## src/rtl/mash_pkg.sv

```systemverilog
// Package: shared widths for the fraction modulator.
// Assumes at most three cascaded stages; the output width covers -3..+4.
package mash_pkg;
    localparam int unsigned MAX_STAGES = 3;
    localparam int unsigned OFS_W      = 4;
    typedef logic signed [OFS_W-1:0] mash_ofs_t;
endpackage

```

## src/rtl/mash_acc_stage.sv

```systemverilog
// One first-order error-feedback stage: adds its input to a stored residue,
// reports the overflow carry and presents the new residue combinationally so
// the next stage can consume it in the same clock.
// Assumes add_in is always below 2^ACC_W (no wider operands).
module mash_acc_stage #(
    parameter int unsigned ACC_W = 19
) (
    input  logic             clk,
    input  logic             rst_n,
    input  logic [ACC_W-1:0] add_in,
    output logic [ACC_W-1:0] res_next,
    output logic             carry
);
    logic [ACC_W-1:0] acc_q;
    logic [ACC_W:0]   sum_w;

    // Purpose: form the wide sum and split it into carry and residue.
    always_comb begin
        sum_w    = {1'b0, acc_q} + {1'b0, add_in};
        carry    = sum_w[ACC_W];
        res_next = sum_w[ACC_W-1:0];
    end

    // Purpose: store the residue for the next clock.
    always_ff @(posedge clk) begin
        if (!rst_n) acc_q <= '0;
        else        acc_q <= res_next;
    end

    // an overflow always leaves a residue below the added value.
    assert_carry_wrap_R2: assert property (@(posedge clk) disable iff (!rst_n)
        carry |-> (res_next < add_in));
    // no overflow means the residue did not shrink below the addend.
    assert_no_carry_R2: assert property (@(posedge clk) disable iff (!rst_n)
        !carry |-> (res_next >= add_in));
endmodule

```

## src/rtl/mash_lsb_dither.sv

```systemverilog
// Dither source: a single bit that inverts on each enabled clock and is held
// at 0 while disabled. Assumes the enable is synchronous to clk.
module mash_lsb_dither (
    input  logic clk,
    input  logic rst_n,
    input  logic dither_en,
    output logic dith_q
);
    // Purpose: alternate while enabled, park at 0 otherwise.
    always_ff @(posedge clk) begin
        if (!rst_n)         dith_q <= 1'b0;
        else if (dither_en) dith_q <= ~dith_q;
        else                dith_q <= 1'b0;
    end

    // an enabled clock always inverts the bit.
    assert_dither_flip_R6: assert property (@(posedge clk) disable iff (!rst_n)
        dither_en |=> (dith_q != $past(dith_q)));
    // a disabled clock leaves the bit at 0.
    assert_dither_idle_R6: assert property (@(posedge clk) disable iff (!rst_n)
        !dither_en |=> !dith_q);
endmodule

```

## src/rtl/mash_cancel.sv

```systemverilog
// Noise-cancelling network: delays the later-stage carries, differences them
// and sums them with the first carry. The stage count selects which terms
// contribute. Result is registered. Assumes carries are single bits.
module mash_cancel
    import mash_pkg::*;
(
    input  logic                  clk,
    input  logic                  rst_n,
    input  logic [MAX_STAGES-1:0] carry,
    input  logic                  two_stage,
    output mash_ofs_t             ofs_q
);
    localparam int unsigned SW = OFS_W + 1;

    logic          c2_d, c3_d, c3_dd;
    logic [SW-1:0] part_two, part_three, pick;

    // Purpose: carry delay line, always running whatever the stage count.
    always_ff @(posedge clk) begin
        if (!rst_n) begin
            c2_d  <= 1'b0;
            c3_d  <= 1'b0;
            c3_dd <= 1'b0;
        end else begin
            c2_d  <= carry[1];
            c3_d  <= carry[2];
            c3_dd <= c3_d;
        end
    end

    // Purpose: build both candidate sums in modulo-2^SW arithmetic.
    always_comb begin
        part_two   = SW'(carry[0]) + SW'(carry[1]) - SW'(c2_d);
        part_three = part_two + SW'(carry[2]) - SW'({c3_d, 1'b0}) + SW'(c3_dd);
        pick       = two_stage ? part_two : part_three;
    end

    // Purpose: register the selected correction.
    always_ff @(posedge clk) begin
        if (!rst_n) ofs_q <= '0;
        else        ofs_q <= mash_ofs_t'(pick[OFS_W-1:0]);
    end

    // reset held at an edge gives a zero output after it.
    assert_reset_zero_R1: assert property (@(posedge clk)
        !rst_n |=> (ofs_q == '0));
    // two-stage corrections stay within -1..+2.
    assert_range_two_R3: assert property (@(posedge clk) disable iff (!rst_n)
        $past(two_stage) |-> (ofs_q >= -4'sd1 && ofs_q <= 4'sd2));
    // every correction stays within -3..+4.
    assert_range_three_R4: assert property (@(posedge clk) disable iff (!rst_n)
        (ofs_q >= -4'sd3 && ofs_q <= 4'sd4));
endmodule

```

## src/rtl/mash_modulator.sv

```systemverilog
// Top of the fraction modulator: dither source, three cascaded accumulator
// stages and the cancelling network. One correction per feedback clock.
// Assumes frac_k and the selects are stable around the rising edge of clk.
module mash_modulator #(
    parameter int unsigned FRAC_W = 18
) (
    input  logic                                 clk,
    input  logic                                 rst_n,
    input  logic [FRAC_W-1:0]                    frac_k,
    input  logic                                 two_stage,
    input  logic                                 dither_en,
    output logic signed [mash_pkg::OFS_W-1:0]    offset
);
    import mash_pkg::*;

    localparam int unsigned ACC_W = FRAC_W + 1;

    logic                  dith;
    logic [ACC_W-1:0]      stage_in  [MAX_STAGES];
    logic [ACC_W-1:0]      stage_res [MAX_STAGES];
    logic [MAX_STAGES-1:0] carry;
    mash_ofs_t             ofs;

    mash_lsb_dither u_dither (
        .clk      (clk),
        .rst_n    (rst_n),
        .dither_en(dither_en),
        .dith_q   (dith)
    );

    // Purpose: first stage takes the fractional word with the dither bit below it.
    always_comb stage_in[0] = {frac_k, dith};

    for (genvar s = 0; s < MAX_STAGES; s++) begin : g_stage
        if (s > 0) begin : g_link
            // Purpose: each later stage eats the fresh residue of the one before.
            always_comb stage_in[s] = stage_res[s-1];
        end
        mash_acc_stage #(.ACC_W(ACC_W)) u_acc (
            .clk     (clk),
            .rst_n   (rst_n),
            .add_in  (stage_in[s]),
            .res_next(stage_res[s]),
            .carry   (carry[s])
        );
    end

    mash_cancel u_cancel (
        .clk      (clk),
        .rst_n    (rst_n),
        .carry    (carry),
        .two_stage(two_stage),
        .ofs_q    (ofs)
    );

    assign offset = ofs;
endmodule

```

## config.mk

```make
export PLATFORM = sky130hd
export DESIGN_NAME = mash_modulator
export DESIGN_NICKNAME = d
export VERILOG_FILES = /design/src/rtl/mash_pkg.sv /design/src/rtl/mash_acc_stage.sv /design/src/rtl/mash_lsb_dither.sv /design/src/rtl/mash_cancel.sv /design/src/rtl/mash_modulator.sv
export SDC_FILE = /design/constraint.sdc
export NUM_CORES = 1
export LEC_CHECK = 0
export CORE_ASPECT_RATIO = 2
export CORE_UTILIZATION = 55
export DETAILED_ROUTE_END_ITERATION = 6
export GPL_TIMING_DRIVEN = 0
export HOLD_SLACK_MARGIN = 0.15
export PLACE_DENSITY = 0.79
export SYNTH_ARGS = -nofsm -noshare
export SYNTH_HDL_FRONTEND = slang
export SYNTH_SLANG_ARGS = --single-unit
```

## constraint.sdc

```tcl
create_clock -name clk -period 16.08 [get_ports clk]
set_input_delay 4.824 -clock clk [delete_from_list [all_inputs] [get_ports clk]]
set_output_delay 4.824 -clock clk [all_outputs]
set_load 0.01 [all_outputs]
```

### Word level (Yosys, flattened, before mapping)

Cells that the tools add are included.

| storage, ports and cells | value |
|---|---|
| bits of input ports | 22 |
| bits in registers | 65 |
| logic and storage cells | 19 |

| operators by class | value |
|---|---|
| bitwise operators | 1 |
| mux-type cells | 1 |
| $add $sub $neg | 8 |
| reduce and logical (&&, ||, !) cells | 1 |

Operator list:

| operator | count |
|---|---|
| 19-bit by 19-bit adder with 20-bit output | 3 |
| 4-bit by 1-bit adder with 4-bit output | 2 |
| 4-bit two-way mux | 1 |
| 4-bit by 1-bit subtractor with 4-bit output | 1 |
| 4-bit by 2-bit subtractor with 4-bit output | 1 |
| 1-bit by 1-bit adder with 2-bit output | 1 |
| 2-bit AND reduction | 1 |
| 1-bit inverter | 1 |

### Longest topological paths before layout

Gate-level depths: netlist of run 1.

| logic depth | value |
|---|---|
| depth in word-level cells | 8 |
| mapped depth | 28 |
| mapped depth without buffers | 27 |

### Modules after synthesis

Synthesis of run 1 repeated with hierarchy kept, for this count alone.

| unflattened totals | value |
|---|---|
| cell total of the unflattened synthesis | 554 |
| area total of the unflattened synthesis | 4977.3 µm² |

By module, submodules not included:

| module | instances | cells an instance | seq. area each (µm²) | area an instance (µm²) |
|---|---|---|---|---|
| mash_acc_stage at g_stage[2].u_acc | 1 | 170 | 380.4 | 1579.0 |
| mash_acc_stage at g_stage[0].u_acc | 1 | 177 | 380.4 | 1559.0 |
| mash_acc_stage at g_stage[1].u_acc | 1 | 165 | 380.4 | 1416.4 |
| mash_cancel | 1 | 40 | 140.1 | 394.1 |
| mash_lsb_dither | 1 | 2 | 20.0 | 28.8 |

### Least setup slack after synthesis of run 1

Ideal clock, no wire load.

| timing | value |
|---|---|
| kind | input to register |
| start point | in frac_k[0] |
| end point | reg u_cancel.ofs_q[2] |
| stages | 25 |
| data arrival time | 9.521 ns |
| required time | 15.965 ns |
| library setup time | 0.115 ns |
| path slack | 6.444 ns |
| cell sequence | ha_1 a211oi_1 o21bai_1 o21ai_1 o211ai_1 a31oi_1 xnor2_1 ha_1 clkbuf_1 a21o_1 o21bai_1 a221o_1 a31oi_1 xnor2_1 ha_1 a21o_1 a211oi_1 o2bb2ai_1 a21oi_1 fa_1 inv_1 ha_1 xor2_1 o21ai_0 and2_1 |

| between the ends | value |
|---|---|
| elaborated cells between the ends (all ways) | 9 |
| classes of those cells | add/sub: 8; mux: 1 |

RTL lines:

| what | line | text |
|---|---|---|
| from (decl) | mash_modulator.sv:9 | `input logic [FRAC_W-1:0] frac_k,` |
| 19-bit by 19-bit adder with 20-bit output | mash_acc_stage.sv:19 | `sum_w = {1'b0, acc_q} + {1'b0, add_in};` |
| via g_stage[0].u_acc.res_next[15] | mash_acc_stage.sv:11 | `output logic [ACC_W-1:0] res_next,` |
| 19-bit by 19-bit adder with 20-bit output | mash_acc_stage.sv:19 |  |
| via g_stage[1].u_acc.res_next[16] | mash_acc_stage.sv:11 |  |
| 19-bit by 19-bit adder with 20-bit output | mash_acc_stage.sv:19 |  |
| via g_stage[2].u_acc.carry | mash_acc_stage.sv:12 | `output logic carry` |
| 4-bit by 1-bit adder with 4-bit output | mash_cancel.sv:34 | `part_three = part_two + SW'(carry[2]) - SW'({c3_d, 1'b0}) + SW'(c3_dd);` |
| 4-bit by 2-bit subtractor with 4-bit output | mash_cancel.sv:34 |  |
| 4-bit by 1-bit adder with 4-bit output | mash_cancel.sv:34 |  |
| 4-bit two-way mux | mash_cancel.sv:35 | `pick = two_stage ? part_two : part_three;` |
| to (signal assigned) | mash_cancel.sv:41 | `else ofs_q <= mash_ofs_t'(pick[OFS_W-1:0]);` |
| to (decl) | mash_cancel.sv:11 | `output mash_ofs_t ofs_q` |

The timed path passes the listed nets, and every way through them passes these cells.
A chain may end at the register's enable or synchronous reset.

### Final worst setup path of run 1

Ends and elaborated chain as after synthesis.

==> results.yml, run 1 <==
place:
  dp_hpwl_mm: 8.60
  dpl_cell_area_sq_um: 5160
  place_inst: 681
  place_congestion: 0.918
  portBuffers: 25
synth:
  synth_top_area_share_pct: 27.2
  netlist_instances: 558
  synth_edf_count: 0
  synth_flop_cell: "dfxtp_1"
  syn-mean-instance-area_sq_um: 8.58
  syn-num-nets: 650
  yosys.area.top_type: "dfxtp_1"
  synth_cell_type_count: 53
  synth-seq-cells: 65
  seq_area_frac_synth_pct: 27.2
  ys_async_sr_fraction_pct: 0
  yosysWarnings: 0
  synthTopCellsByArea: "dfxtp_1 (27%), ha_1 (17%), xnor2_1 (5.5%), a21oi_1 (4.7%), and2_1 (4.1%)"
  syn_area_sq_um: 4790
setup_path:
  critical_path_required_ns: 16.31
  critical_path_class: "input port to register"
  crit_fanout: 9
  rrSetupSlack_ns: 9.89
  end_kind: "register"
  arrival_ns: 10.98
  crit_path_start_kind: "input port"
  ff2ff_path_depth: 27
route:
  highest_layer: "met4"
  wl_mm: 11.3
  via_per_inst: 5.99
  num_vias: 4176
  wl_met3_um: 336
  drt-met1-wl_mm: 4.20
  drtAntennaViolNets: 0
  first_pass_iters: 4
  drtIter0Drc: 178
  drc: 0
  wl_met2_mm: 6.19
  post_drt_wl_per_cell_um: 16.3
global_routing:
  antenna_found_initial: 0
  grt.total_usage_pct: 27.4
  first_global_vias: 4343
  grt_overflow_total: 0
  grt_first_pass_wirelength_mm: 18.8
  grt_max_degree: 13
job:
  cap_violations: 0
outcome:
  status: "completed"
floorplan:
  die_w_um: 68.0
  row_count: 47
  die_h_um: 134
  io_pins: 26
  core_area_sq_um: 8350
  dieArea_sq_um: 9110
  start_util_pct: 57.3
sta:
  setup_viol: 0
  skew_ns: 0.00690
  worst_pin_slew_ns: 0.668
  post-route-period-util_pct: 66.8
  finalHoldViolCount: 0
  rsz0062_at_grt: "no"
  setup_tns_ns: 0
  slew_violations: 0
  slew_headroom_pct: 55.5
  fmax_ghz: 0.0931
  min_period_ns: 10.74
clocking:
  cts_resized: 0
  cts_buffers: 9
  hold_buffers: 0
  htreeDepth: 3
  clkSinkCount: 65
  clockBufferDepth: 2
  root_buffer: "clkbuf_16"
  clock_latency_ns: 0.34
  cts_tree: "built"
  postCtsSetupBuffers: 0
  clk_transition_reported_paths_ns: 0.06
worst_hold_path:
  hold_depth: 1
  hp-class: "register to register"
cells_and_area:
  antenna_cells: 0
  final_area_sq_um: 5530
  drive_gt1_share_pct: 4.17
  area_delta_synth_final_pct: 15.5
  stdcell_count: 697
  nets: 686
-- worst max-delay path: stages --
cell	delay [ns]
clkdlybuf4s50_1	0.44
ha_1	0.34
a211oi_1	0.24
o21bai_1	0.13
o21ai_1	0.30
o211ai_1	0.30
a31oi_1	0.40
xnor2_1	0.17
ha_1	0.25
clkbuf_1	0.21
a21o_1	0.25
o21bai_1	0.19
a221o_1	0.27
a31oi_1	0.25
xnor2_1	0.20
ha_1	0.35
a21o_1	0.22
a211oi_1	0.29
o2bb2ai_1	0.16
a21oi_1	0.09
fa_1	0.46
inv_1	0.07
ha_1	0.16
xor2_1	0.15
o21ai_0	0.09
and2_1	0.16
-- cells by family (layout without fill, tap and decap cells) --
logic type,Yosys count,count (layout),synth area share [%]
adders and majority gates,70,70,19.1
AOI/OAI and AO/OA,152,152,21.8
buffers and inverters,45,86,3.55
DFF,65,65,27.2
xor gates and xnor gates,42,42,7.68
muxes,16,16,3.34
and+or+nand+nor,168,168,17.4
-- Yosys cell counts, drive strengths merged (4+ instances only) --
master,n
nand3,6
inv,29
nand2b,18
a221o,4
a31oi,10
nor2,37
nand2,49
and3,5
o21bai,7
xor2,12
nor3,7
nand4,5
a21oi,46
and2,31
dfxtp,65
a21o,19
mux2i,16
o21ai,22
o21a,7
ha,65
a211oi,9
xnor2,30
fa,5
clkbuf,15
o211ai,5
a211o,4
-- through the flow --
step                      util [%]  worst slack, ns  hold WS, ns
after floorplan                  -             6.44        0.396
after global placement        61.8             5.19        0.404
after detailed placement      61.8             5.14        0.421
after CTS                     66.2             5.44        0.429
after global routing          66.2             4.87        0.442
final                         66.2             5.34        0.425
-- cell type report --
cell class / count / area (sq um)
fillers: 688 / 2820
clock buffers: 9 / 225
well taps: 98 / 123
plain buffers: 16 / 61.3
clock inverters: 7 / 143
multi-input cells: 448 / 3320
inverters: 29 / 109
flip-flops and latches: 65 / 1300
repair buffers: 25 / 250
-- final timing paths --
check,to,from
worst max-delay path,u_cancel.ofs_q[2]$_SDFF_PN0_,frac_k[0]
worst min-delay path,u_dither.dith_q$_SDFF_PN0_,u_dither.dith_q$_SDFF_PN0_
worst max register to register,u_cancel.ofs_q[2]$_SDFF_PN0_,u_dither.dith_q$_SDFF_PN0_
worst min register to register,u_dither.dith_q$_SDFF_PN0_,u_dither.dith_q$_SDFF_PN0_
-- per-layer routing --
layer	GRT usage [%]	up-vias
met5	0	-
met4	17.4	0
met3	5.27	42
met2	50.5	103
met1	25.5	1953
li1	-	2078
-- cells in the final DEF, fill, tap and decap left out, types with 6 or more instances in the layout --
master and count:
o21bai_1 7, xnor2_1 30, clkbuf_16 9, nand3_1 6
nand2_1 49, and2_1 31, a21o_1 19, a31oi_1 8
clkbuf_1 15, ha_1 65, mux2i_1 16, a211oi_1 8
xor2_1 12, nor2_1 37, a21oi_1 45, nor3_1 7
dfxtp_1 65, clkdlybuf4s50_1 25, o21a_1 7, nand2b_1 18
o21ai_0 17, inv_1 29
-- sequential cells by signal (all words and copies together) (netlist names) --
signal	count
u_cancel.c2_d	1
u_cancel.ofs_q	4
g_stage.u_acc.acc_q	57
u_cancel.c3_dd	1
u_cancel.c3_d	1
u_dither.dith_q	1
Power of run 1 is not shown: default switching activity piles up to over one toggle a cycle in this logic, so the estimate is an artifact.
==> run 2: changes to the inputs <==
--- a/config.mk
+++ b/config.mk
@@ -10,7 +10,7 @@
 export DETAILED_ROUTE_END_ITERATION = 6
 export GPL_TIMING_DRIVEN = 0
 export HOLD_SLACK_MARGIN = 0.15
-export PLACE_DENSITY = 0.79
+export PLACE_DENSITY = 0.82
 export SYNTH_ARGS = -nofsm -noshare
 export SYNTH_HDL_FRONTEND = slang
 export SYNTH_SLANG_ARGS = --single-unit
==> constraint.sdc (replaced) <==
create_clock -name clk -period 9 [get_ports clk]
set_input_delay 2.7 -clock clk [delete_from_list [all_inputs] [get_ports clk]]
set_output_delay 2.7 -clock clk [all_outputs]
set_load 0.01 [all_outputs]
==> run 2 against run 1 <==
Effect of this change:
- hold slack improved by 0.0029 ns
- sequential cell count unchanged
- register-to-register slack got worse by 7.0 ns
- die area is the same
- setup slack got worse by 4.9 ns
- non-clock buffer count stayed put
==> results.yml, run 2 (same netlist as run 1, synthesis figures left out) <==
outcome:
  status: "completed"
setup_path:
  cp-endpoint: "u_cancel.ofs_q[2]$_SDFF_PN0_"
  crit_cells: 26
  worst_r2r_endpoint: "u_cancel.ofs_q[2]$_SDFF_PN0_"
  end_kind: "register"
  critical_path_required_ns: 9.23
  critical_path_class: "input port to register"
  crit_slowest_cell: "fa_1"
  crit_family: "compound AO/OA/AOI/OAI gates"
  arrival_ns: 8.85
  critPathMaxStageDelay_ns: 0.47
  crit_fanout: 9
  crit_buf_inv: 3
  worstSetupStartpoint: "frac_k[0]"
  rrSetupSlack_ns: 2.90
  crit_path_start_kind: "input port"
  r2r-start: "u_dither.dith_q$_SDFF_PN0_"
  cp_common_cell: "ha_1"
  ff2ff_path_depth: 27
cells_and_area:
  nets: 686
  stdcell_count: 697
  antenna_cells: 0
  postLayoutCoreUtil_pct: 65.5
  top_register: "g_stage.u_acc.acc_q"
  final_cell_mix: "ha_1 (65), dfxtp_1 (65), nand2_1 (49)"
  largest_reg_flops: 57
  area_delta_synth_final_pct: 14.3
  top_regs: "g_stage.u_acc.acc_q: 57 flops, u_cancel.ofs_q: 4 flops"
  drive_gt1_share_pct: 4.34
  multi_input_area_sq_um: 3320
  seqCellArea_sq_um: 1300
  fill_cells: 703
sta:
  worst_pin_slew_ns: 0.631
  skew_ns: 0.00783
  fmax_ghz: 0.116
  post-route-period-util_pct: 95.7
  slew_headroom_pct: 57.9
  setup_tns_ns: 0
  rsz0062_at_grt: "no"
  slew_violations: 0
  min_period_ns: 8.61
  setup_ws_ns: 0.388
  finalHoldViolCount: 0
  setup_viol: 0
place:
  pre_cts_slack_ns: 0.181
  place_congestion: 0.943
  dp_hpwl_mm: 8.59
  place_inst: 681
  portBuffers: 25
clocking:
  hold_buffers: 0
  clk_transition_reported_paths_ns: 0.06
  htreeDepth: 3
  clockBufferDepth: 2
  postCtsSetupBuffers: 0
  clock_latency_ns: 0.34
  clkSinkCount: 65
  cts_tree: "built"
  cts_buffers: 9
  cts_resized: 0
  root_buffer: "clkbuf_16"
global_routing:
  first_global_vias: 4301
  grt_first_pass_wirelength_mm: 18.9
  grt_max_degree: 13
  antenna_found_initial: 0
  grt.total_usage_pct: 27.5
  grt_overflow_total: 0
route:
  drt-met1-wl_mm: 4.31
  highest_layer: "met4"
  via_per_inst: 5.90
  post_drt_wl_per_cell_um: 16.3
  drtAntennaViolNets: 0
  drtIter0Drc: 270
  num_vias: 4112
  wl_met3_um: 388
  drc: 0
  wl_met2_mm: 6.08
  first_pass_iters: 4
  wl_mm: 11.4
floorplan:
  die_w_um: 68.0
  core_area_sq_um: 8350
  row_count: 47
  io_pins: 26
  dieArea_sq_um: 9110
  start_util_pct: 57.3
  die_h_um: 134
worst_hold_path:
  hp-class: "register to register"
  worstHoldStart: "u_dither.dith_q$_SDFF_PN0_"
job:
  cap_violations: 0
-- run 2: cell count changes in the layout (fill, tap and decap cells not counted), sizes merged --
cell and delta:
clkinvlp +2, clkbuf +1, bufinv -3
-- run 2: per-stage QoR --
step | hold WS (ns) | instance area (sq um)
3_3_place_gp | 0.404 | 5160
3_5_place_dp | 0.429 | 5160
2_1_floorplan | 0.396 | 4790
4_1_cts | 0.437 | 5470
6_report | 0.428 | 5470
5_1_grt | 0.443 | 5470
-- run 2: worst min path at each step --
stage / endpoint / slack, ns / depth (start not counted)
final: u_dither.dith_q$_SDFF_PN0_ / 0.43 / 1
after global routing: u_dither.dith_q$_SDFF_PN0_ / 0.44 / 1
after CTS: u_dither.dith_q$_SDFF_PN0_ / 0.44 / 1
after detailed placement: u_dither.dith_q$_SDFF_PN0_ / 0.43 / 1
after global placement: u_dither.dith_q$_SDFF_PN0_ / 0.40 / 1
after floorplan: u_dither.dith_q$_SDFF_PN0_ / 0.40 / 1
-- run 2: metal layers --
metal,track usage (%),vias up
li1,-,2053
met1,27.1,1908
met2,47.0,109
met3,6.72,42
met4,20.6,0
met5,0,-
-- run 2: layout make-up --
cell class	instances	share of cell area, %
clock buffer	10	4.37
timing repair buffer	25	4.57
tap	98	2.24
buffer	16	1.12
inverter	29	1.99
multi-input combinational	448	60.7
clock inverter	6	1.23
sequential	65	23.8
Power of run 2 is left out for the same reason.
==> run 3: changes to the inputs <==
--- a/config.mk
+++ b/config.mk
@@ -10,7 +10,7 @@
 export DETAILED_ROUTE_END_ITERATION = 6
 export GPL_TIMING_DRIVEN = 0
 export HOLD_SLACK_MARGIN = 0.15
-export PLACE_DENSITY = 0.82
+export PLACE_DENSITY = 0.79
 export SYNTH_ARGS = -nofsm -noshare
 export SYNTH_HDL_FRONTEND = slang
 export SYNTH_SLANG_ARGS = --single-unit
==> constraint.sdc (replaced) <==
create_clock -name clk -period 8.45 [get_ports clk]
set_input_delay 2.535 -clock clk [delete_from_list [all_inputs] [get_ports clk]]
set_output_delay 2.535 -clock clk [all_outputs]
set_load 0.01 [all_outputs]
==> run 3 against run 2 <==
Effect of this change:
- the flow now finishes with violations (DRC)
- sequential cell count stayed put
- die area did not move
- sequential share of layout area down 0.48 points
- hold slack worse by 0.0029 ns
- cell count unchanged
- critical endpoint unchanged
- via count is 2.2% higher
- global-route usage decreased by 0.18 points
- final area is 2.1% higher
- critical path depth up 1
==> results.yml, run 3 (same netlist as run 1, synthesis figures left out) <==
floorplan:
  start_util_pct: 57.3
  die_w_um: 68.0
  dieArea_sq_um: 9110
  die_h_um: 134
  core_area_sq_um: 8350
  row_count: 47
  io_pins: 26
global_routing:
  grt_first_pass_wirelength_mm: 18.8
  grt.total_usage_pct: 27.4
  grt_max_degree: 13
  antenna_found_initial: 0
  grt_overflow_total: 0
  first_global_vias: 4343
sta:
  setup_tns_ns: 0
  skew_ns: 0.00692
  slew_headroom_pct: 56.6
  fmax_ghz: 0.123
  post-route-period-util_pct: 96.6
  worst_pin_slew_ns: 0.651
  finalHoldViolCount: 0
  setup_ws_ns: 0.290
  setup_viol: 0
  slew_violations: 0
  min_period_ns: 8.16
clocking:
  clock_latency_ns: 0.34
  htreeDepth: 3
  clkSinkCount: 65
  clk_transition_reported_paths_ns: 0.06
  clockBufferDepth: 2
  cts_buffers: 9
  hold_buffers: 0
  cts_tree: "built"
  root_buffer: "clkbuf_16"
setup_path:
  crit_fanout: 6
  ff2ff_path_depth: 27
  crit_path_start_kind: "input port"
  r2r-start: "u_dither.dith_q$_SDFF_PN0_"
  arrival_ns: 8.39
  end_kind: "register"
  rrSetupSlack_ns: 2.52
  critical_path_required_ns: 8.68
  critical_path_class: "input port to register"
  worst_r2r_endpoint: "u_cancel.ofs_q[2]$_SDFF_PN0_"
worst_hold_path:
  worstHoldStart: "u_dither.dith_q$_SDFF_PN0_"
  hold_depth: 1
  min_to: "u_dither.dith_q$_SDFF_PN0_"
  hp-class: "register to register"
job:
  cap_violations: 0
place:
  place_congestion: 0.918
  dp_hpwl_mm: 8.60
  pre_cts_slack_ns: -0.205
  place_inst: 681
  portBuffers: 25
cells_and_area:
  final_cell_mix: "dfxtp_1 (65), ha_1 (63), nand2_1 (49)"
  area_delta_synth_final_pct: 16.6
  nets: 686
  stdcell_count: 697
  largest_reg_flops: 57
  postLayoutCoreUtil_pct: 66.9
  top_regs: "g_stage.u_acc.acc_q: 57 flops, u_cancel.ofs_q: 4 flops"
  drive_gt1_share_pct: 6.18
  layout_commonest_cell: "dfxtp_1"
  antenna_cells: 0
  top_register: "g_stage.u_acc.acc_q"
route:
  post_drt_wl_per_cell_um: 16.4
  first_pass_iters: 7
  drtAntennaViolNets: 0
  via_per_inst: 6.03
  wl_mm: 11.4
  num_vias: 4203
  drc: 2
  drtIter0Drc: 149
outcome:
  violations: "DRC"
  status: "finished, violations left"
==> run 3: per-layer routing <==
metal | vias to the layer above | part of all wire (%) | track usage, %
met2 | 123 | 55 | 50.5
met5 | - | 0 | 0
met4 | 0 | 5.2 | 17.4
li1 | 2073 | - | -
met1 | 1960 | 37 | 25.5
met3 | 47 | 3.2 | 5.27
==> run 3: worst max-delay path, cell delays in order <==
cell	delay [ns]
clkdlybuf4s50_1	0.49
inv_1	0.07
fa_1	0.45
nand2b_1	0.18
a21oi_1	0.26
o21ai_1	0.19
o21ai_2	0.25
xor2_1	0.13
ha_2	0.43
nand4_1	0.18
a211oi_2	0.28
or2_1	0.15
clkbuf_1	0.25
a31oi_2	0.16
xnor2_1	0.17
ha_1	0.36
nand2_1	0.09
nor2_1	0.04
a211oi_1	0.25
o21a_1	0.23
a21oi_1	0.13
fa_1	0.46
inv_1	0.07
ha_1	0.16
xor2_1	0.15
o21ai_0	0.09
and2_1	0.16
==> run 3: how the worst max path moves through the flow <==
| stage | startpoint | endpoint | slack [ns] | depth (start not counted) |
|---|---|---|---|---|
| 2_1_floorplan | frac_k[0] | u_cancel.ofs_q[2]$_SDFF_PN0_ | 1.10 | 25 |
| 3_3_place_gp | frac_k[0] | u_cancel.ofs_q[2]$_SDFF_PN0_ | -0.15 | 27 |
| 3_5_place_dp | frac_k[0] | u_cancel.ofs_q[2]$_SDFF_PN0_ | -0.20 | 27 |
| 4_1_cts | frac_k[0] | u_cancel.ofs_q[2]$_SDFF_PN0_ | 0.1 | 26 |
| 5_1_grt | frac_k[0] | u_cancel.ofs_q[2]$_SDFF_PN0_ | -0.0002 | 26 |
| 6_report | frac_k[0] | u_cancel.ofs_q[2]$_SDFF_PN0_ | 0.29 | 27 |
==> run 3: layout make-up <==
class	count	area, sq um
plain buffers	14	53.8
clock buffers	9	225
clock inverters	7	143
fillers	673	2770
inverters	29	109
multi-input cells	448	3360
flip-flops and latches	65	1300
well taps	98	123
repair buffers	27	265
==> run 3: stage by stage <==
step / hold slack [ns] / area (sq um)
after detailed placement: 0.421 / 5160
after CTS: 0.429 / 5530
after floorplan: 0.396 / 4790
after global placement: 0.404 / 5160
after global routing: 0.442 / 5580
final: 0.425 / 5580
==> run 3: timing repair <==
item / in CTS / in global routing
setup endpoints to repair: 0 / 4
buffers inserted: 0 / 2
resized for setup: 0 / 10
Power of run 3 is left out for the same reason.
